File: config.mk
export PLATFORM = sky130hd
export DESIGN_NAME = dpwm_core
export DESIGN_NICKNAME = d
export VERILOG_FILES = /design/src/rtl/dpwm_pkg.sv /design/src/rtl/dpwm_period_ctr.sv /design/src/rtl/dpwm_channel.sv /design/src/rtl/dpwm_irq.sv /design/src/rtl/dpwm_core.sv
export SDC_FILE = /design/constraint.sdc
export NUM_CORES = 1
export LEC_CHECK = 0
export BUFFER_PORTS_ARGS = -buffer_cell sky130_fd_sc_hd__buf_2
export CORE_ASPECT_RATIO = 1.4
export CORE_MARGIN = 1
export CORE_UTILIZATION = 50
export CTS_BUF_LIST = sky130_fd_sc_hd__clkbuf_8 sky130_fd_sc_hd__clkbuf_16
export CTS_CLUSTER_SIZE = 24
export DETAILED_ROUTE_END_ITERATION = 10
export PLACE_DENSITY_LB_ADDON = 0.15
export SLEW_MARGIN = 20
export SYNTH_ARGS = -nofsm -noshare
export SYNTH_HDL_FRONTEND = slang
export SYNTH_HIERARCHICAL = 1
export SYNTH_SLANG_ARGS = --single-unit
File: constraint.sdc
create_clock -name clk -period 1.9 [get_ports clk]
set_input_delay 0.19 -clock clk [delete_from_list [all_inputs] [get_ports clk]]
set_output_delay 0.19 -clock clk [all_outputs]
set_load 0.05 [all_outputs]
File: src/rtl/dpwm_pkg.sv
package dpwm_pkg;

  localparam int unsigned DPWM_CH = 2;

  // Output level before polarity: high below the duty, forced high at full scale
  function automatic logic pwm_level(input logic [31:0] cnt,
                                     input logic [31:0] duty,
                                     input logic [31:0] full);
    return (duty == full) || (cnt < duty);
  endfunction

  // True on the tick that closes a period
  function automatic logic at_wrap(input logic        adv,
                                   input logic [31:0] cnt,
                                   input logic [31:0] full);
    return adv && (cnt == full);
  endfunction

endpackage

File: src/rtl/dpwm_period_ctr.sv
module dpwm_period_ctr #(
  parameter int unsigned CNT_W = 8
) (
  input  logic             clk,
  input  logic             rst_n,
  input  logic             tick,
  output logic [CNT_W-1:0] cnt,
  output logic             wrap_evt
);
  import dpwm_pkg::*;

  localparam logic [CNT_W-1:0] FULL = {CNT_W{1'b1}};

  logic [CNT_W-1:0] cnt_q;

  assign wrap_evt = at_wrap(tick, 32'(cnt_q), 32'(FULL));
  assign cnt      = cnt_q;

  always_ff @(posedge clk or negedge rst_n) begin
    if (!rst_n) begin
      cnt_q <= '0;
    end else if (tick) begin
      cnt_q <= wrap_evt ? '0 : cnt_q + 1'b1;
    end
  end

endmodule

File: src/rtl/dpwm_channel.sv
module dpwm_channel #(
  parameter int unsigned CNT_W = 8
) (
  input  logic             clk,
  input  logic             rst_n,
  input  logic [CNT_W-1:0] cnt,
  input  logic             wrap_evt,
  input  logic             wr,
  input  logic [CNT_W-1:0] wdata,
  input  logic             pol,
  output logic [CNT_W-1:0] active,
  output logic             out
);
  import dpwm_pkg::*;

  localparam logic [CNT_W-1:0] FULL = {CNT_W{1'b1}};

  logic [CNT_W-1:0] shadow_q;
  logic [CNT_W-1:0] active_q;
  logic             level;

  always_ff @(posedge clk or negedge rst_n) begin
    if (!rst_n) begin
      shadow_q <= '0;
    end else if (wr) begin
      shadow_q <= wdata;
    end
  end

  // A write on the wrap cycle bypasses the shadow into the new period
  always_ff @(posedge clk or negedge rst_n) begin
    if (!rst_n) begin
      active_q <= '0;
    end else if (wrap_evt) begin
      active_q <= wr ? wdata : shadow_q;
    end
  end

  assign level  = pwm_level(32'(cnt), 32'(active_q), 32'(FULL));
  assign out    = level ^ pol;
  assign active = active_q;

endmodule

File: src/rtl/dpwm_irq.sv
module dpwm_irq (
  input  logic clk,
  input  logic rst_n,
  input  logic wrap_evt,
  input  logic irq_en,
  output logic irq
);

  logic irq_q;

  always_ff @(posedge clk or negedge rst_n) begin
    if (!rst_n) begin
      irq_q <= 1'b0;
    end else begin
      irq_q <= wrap_evt && irq_en;
    end
  end

  assign irq = irq_q;

endmodule

File: src/rtl/dpwm_core.sv
module dpwm_core #(
  parameter int unsigned CNT_W = 8
) (
  input  logic             clk,
  input  logic             rst_n,
  input  logic             tick,
  input  logic             duty_a_wr,
  input  logic [CNT_W-1:0] duty_a_data,
  input  logic             duty_b_wr,
  input  logic [CNT_W-1:0] duty_b_data,
  input  logic             pol_a,
  input  logic             pol_b,
  input  logic             irq_en,
  output logic [CNT_W-1:0] count,
  output logic             pwm_a,
  output logic             pwm_b,
  output logic             period_irq
);
  import dpwm_pkg::*;

  logic                         wrap_evt;
  logic [CNT_W-1:0]             cnt;
  logic [DPWM_CH-1:0]           ch_wr;
  logic [DPWM_CH-1:0]           ch_pol;
  logic [DPWM_CH-1:0]           ch_out;
  logic [DPWM_CH-1:0][CNT_W-1:0] ch_data;
  logic [DPWM_CH-1:0][CNT_W-1:0] ch_active;
  logic [CNT_W-1:0]             active_a;
  logic [CNT_W-1:0]             active_b;

  assign ch_wr   = {duty_b_wr, duty_a_wr};
  assign ch_pol  = {pol_b, pol_a};
  assign ch_data = {duty_b_data, duty_a_data};

  dpwm_period_ctr #(.CNT_W(CNT_W)) u_ctr (
    .clk      (clk),
    .rst_n    (rst_n),
    .tick     (tick),
    .cnt      (cnt),
    .wrap_evt (wrap_evt)
  );

  for (genvar g = 0; g < DPWM_CH; g++) begin : g_ch
    dpwm_channel #(.CNT_W(CNT_W)) u_ch (
      .clk      (clk),
      .rst_n    (rst_n),
      .cnt      (cnt),
      .wrap_evt (wrap_evt),
      .wr       (ch_wr[g]),
      .wdata    (ch_data[g]),
      .pol      (ch_pol[g]),
      .active   (ch_active[g]),
      .out      (ch_out[g])
    );
  end

  dpwm_irq u_irq (
    .clk      (clk),
    .rst_n    (rst_n),
    .wrap_evt (wrap_evt),
    .irq_en   (irq_en),
    .irq      (period_irq)
  );

  assign active_a = ch_active[0];
  assign active_b = ch_active[1];
  assign count    = cnt;
  assign pwm_a    = ch_out[0];
  assign pwm_b    = ch_out[1];

endmodule

==> metrics.txt <==
clock insertion delay at the later pin of the skew report=around 0.30 ns; max-slew violation count=0; cell count along the critical path=6; Longest Clk Path Bufs=2; Area Overhead vs Synth=29.33%; slowest stage cell, crit path=dfrtp_4; Slew HR=0.4354; wire per inst=15.92 um; non-filler cells, final=about 270; combinational power share=0.396; First-pass DRT Iterations=4; leakage dissipation=0.001214 uW; I/O Buffers=34; post-route minimum period=between 2 and 2.5 ns; TritonCTS clock tree=yes; Critical R2R Capture=g_ch[1].u_ch/active[5]$_DFFE_PN0P_; overall power=2761 uW; end of the critical path=pwm_a; Top FF cell, synth=dfrtp_1; Top Ports=35; Clock power frac=0.200; reg2reg setup slack=approximately 0.17 ns; Antenna Cells=0; die area=4280 um2; Setup CP Type=reg -> out; core area=about 3700 um2; Final Cycle Share=1.219; vias in the first global route=around 1,600; global-route wire length before repair=approximately 7.5 mm; post-synthesis sequential area ratio=0.5106; CP Max Fanout=3; number of flops mapped to enable cells by yosys=0; cell-internal power=around 1700 uW; Synth Register Bits=41; post-DP HPWL=roughly 3.4 mm; yosys warns=6; mapped cell area=roughly 2000 um2; Total Nets Final=between 200 and 300; GRT Util Overall=0.2290; Clock Skew=0.009626 ns; Finished Cell Area=2599 um2; Worst Setup Start Kind=flip-flop; Hold Slack=-0.005635 ns; fmax=0.4318 GHz; clock sink count=41; vias per cell=around 5.5; Gate Count Post-Synth=175; initial antenna violation count=0; Sw Ratio=0.3789; row count=26; CTS Buf Count=5; Placement Setup Slack=-0.1906 ns; Pwr Density=approximately 1100 nW/um2; final hold violation count=14; Chip Width=55.58 um; FF-to-FF path depth=7; CP Cell Sequence=ha_4, a2111oi_4, nor3_2, o32ai_4, xor2_4, buf_6; sequential share of power=0.404; routability cong.=0.8003; hold buffers post-CTS=0; Syn Area/Cell=roughly 11 um2; worst hold path type=in -> async; setup ws final=-0.4161 ns; pin count of the biggest net entering global routing=39; Clock Pin Slew Worst Setup and Hold Paths=approximately 0.080 ns; Residual DRC=0; CTS H-tree depth=2; Tightest Pin Transition=0.8469 ns; layout filler cell count=276; post-synth net total=about 210; Initial Util=0.5371; Detail Route Antenna Nets=0; setup repair bufs after CTS=0; dpl cell area=~2500 um2; Synth async-reset ratio=1.000; worst endpoint required time=about 1.7 ns; status=finished with violations; grt ovf=0; clk root buf=clkbuf_8; setup TNS=-0.7924 ns; RSZ-0062 raised after global routing=true; Max IR drop VDD=around 1100 uV; Net Switching=between 1000 and 1500 uW; crit-path max cell delay=around 0.51 ns; unique cell type count in the Yosys netlist=32; via count=1,486; placed cell count=261; Worst Path Buf+Inv=1; crit path from=u_ctr/cnt[1]$_DFFE_PN0P_; 1st-iter DRT viols=35; CP Capture Type=primary output; failing checks=hold timing, setup timing; reg2reg start=u_ctr/cnt[1]$_DFFE_PN0P_; share of cells above drive strength 1=0.4758; CP delay by family, top=compound AO/OA/AOI/OAI gates; Die Span Y=~77 um; WL final=~4.3 mm; final setup vio count=2; critical path arrival=2.13 ns; max cap viols=0
-- per-stage QoR --
stage | util | hold WS, ns
floorplan | - | -0.1056
global placement | 0.6656 | 0.3219
detailed placement | 0.6656 | 0.3382
CTS | 0.6940 | 0.01733
global route | 0.6946 | 0.05920
finish | 0.6946 | -0.005635
-- cells by family (layout without fill, tap and decap cells) --
group	after synthesis	count (layout)	synth area share
adder cells (fa/ha/maj)	15	15	0.09340
flip-flops	41	41	0.5106
AO/OA/AOI/OAI	32	32	0.1108
multiplexers	20	20	0.1139
XOR/XNOR	5	5	0.02180
AND/OR/NAND/NOR	43	43	0.1102
buffers and inverters	19	71	0.03923
-- routing by layer --
metal	routed length, um	GRT usage	up-vias
li1	-	-	716
met1	1692	0.2558	728
met2	2313	0.4133	34
met3	179	0.05059	8
met4	96	0.09500	0
met5	0	0	-
-- state kept, by name, indices dropped and copies added (netlist names) --
| register | cells |
|---|---|
| g_ch.u_ch/active | 16 |
| u_ctr/cnt | 8 |
| u_irq/irq | 1 |
| g_ch.u_ch/shadow_q | 16 |
-- worst min-delay path by stage --
stage	to	depth (start not counted)	from
3_3_place_gp	g_ch[0].u_ch/shadow_q[4]$_DFF_PN0_	1	rst_n
5_1_grt	u_irq/irq$_DFF_PN0_	1	rst_n
4_1_cts	g_ch[1].u_ch/active[5]$_DFFE_PN0P_	1	rst_n
3_5_place_dp	g_ch[0].u_ch/shadow_q[3]$_DFF_PN0_	1	rst_n
6_report	u_irq/irq$_DFF_PN0_	1	rst_n
2_1_floorplan	g_ch[0].u_ch/active[0]$_DFFE_PN0P_	0	rst_n
-- area by class of cell --
class                           count  area [um2]  area share
Clock buffer                        5       68.82     0.02648
Tap cell                           42       52.55     0.02022
Multi-Input combinational cell    115        1072      0.4126
Sequential cell                    41        1040      0.4001
Timing Repair Buffer               49       295.3      0.1136
Inverter                           14       52.55     0.02022
Clock inverter                      3       17.52    0.006740
-- timing repair --
item,in CTS,in global routing
gates cloned,0,0
endpoints found under the setup margin,2,3
pin swaps,2,1
resized for setup,6,2
-- worst reg2reg max path, delay by kind of cell (launching register included) --
kind / cells / cell delay (ns)
AOI/OAI and AO/OA: 1 / 0.22
adders and majority gates: 1 / 0.23
buffers and inverters: 3 / 0.49
DFF: 1 / 0.51
and+or+nand+nor: 2 / 0.19
-- cell usage after synthesis, drive strengths merged, types with 3 or more instances --
| cell type | count | area [um2] |
|---|---|---|
| a21oi | 3 | 15.01 |
| clkbuf | 4 | 15.01 |
| dfrtp | 41 | 1026 |
| ha | 15 | 187.7 |
| inv | 14 | 52.55 |
| mux2 | 20 | 229.0 |
| nand2 | 17 | 63.81 |
| nand3 | 3 | 15.01 |
| nand4 | 7 | 43.79 |
| nor2 | 5 | 21.27 |
| o21ai | 18 | 90.08 |
| xor2 | 3 | 26.28 |
-- layout by cell type, fill, tap and decap left out, drive strengths merged, types with 3 or more instances in the layout --
cell	count
a21oi	3
buf	49
clkbuf	5
dfrtp	41
ha	15
inv	14
mux2	20
nand2	17
nand3	3
nand4	7
nor2	5
o21ai	18
xor2	3
-- power by group through the flow --
stage | clock network (uW) | logic [uW] | registers, uW
after floorplan | 0 | 426 | 1420
after detailed placement | 0 | 1070 | 1130
final | 551 | 1090 | 1120
after CTS | 566 | 1100 | 1120
after global routing | 604 | 1180 | 1130
after global placement | 0 | 1030 | 1120
(Power assumes the default switching activity.)
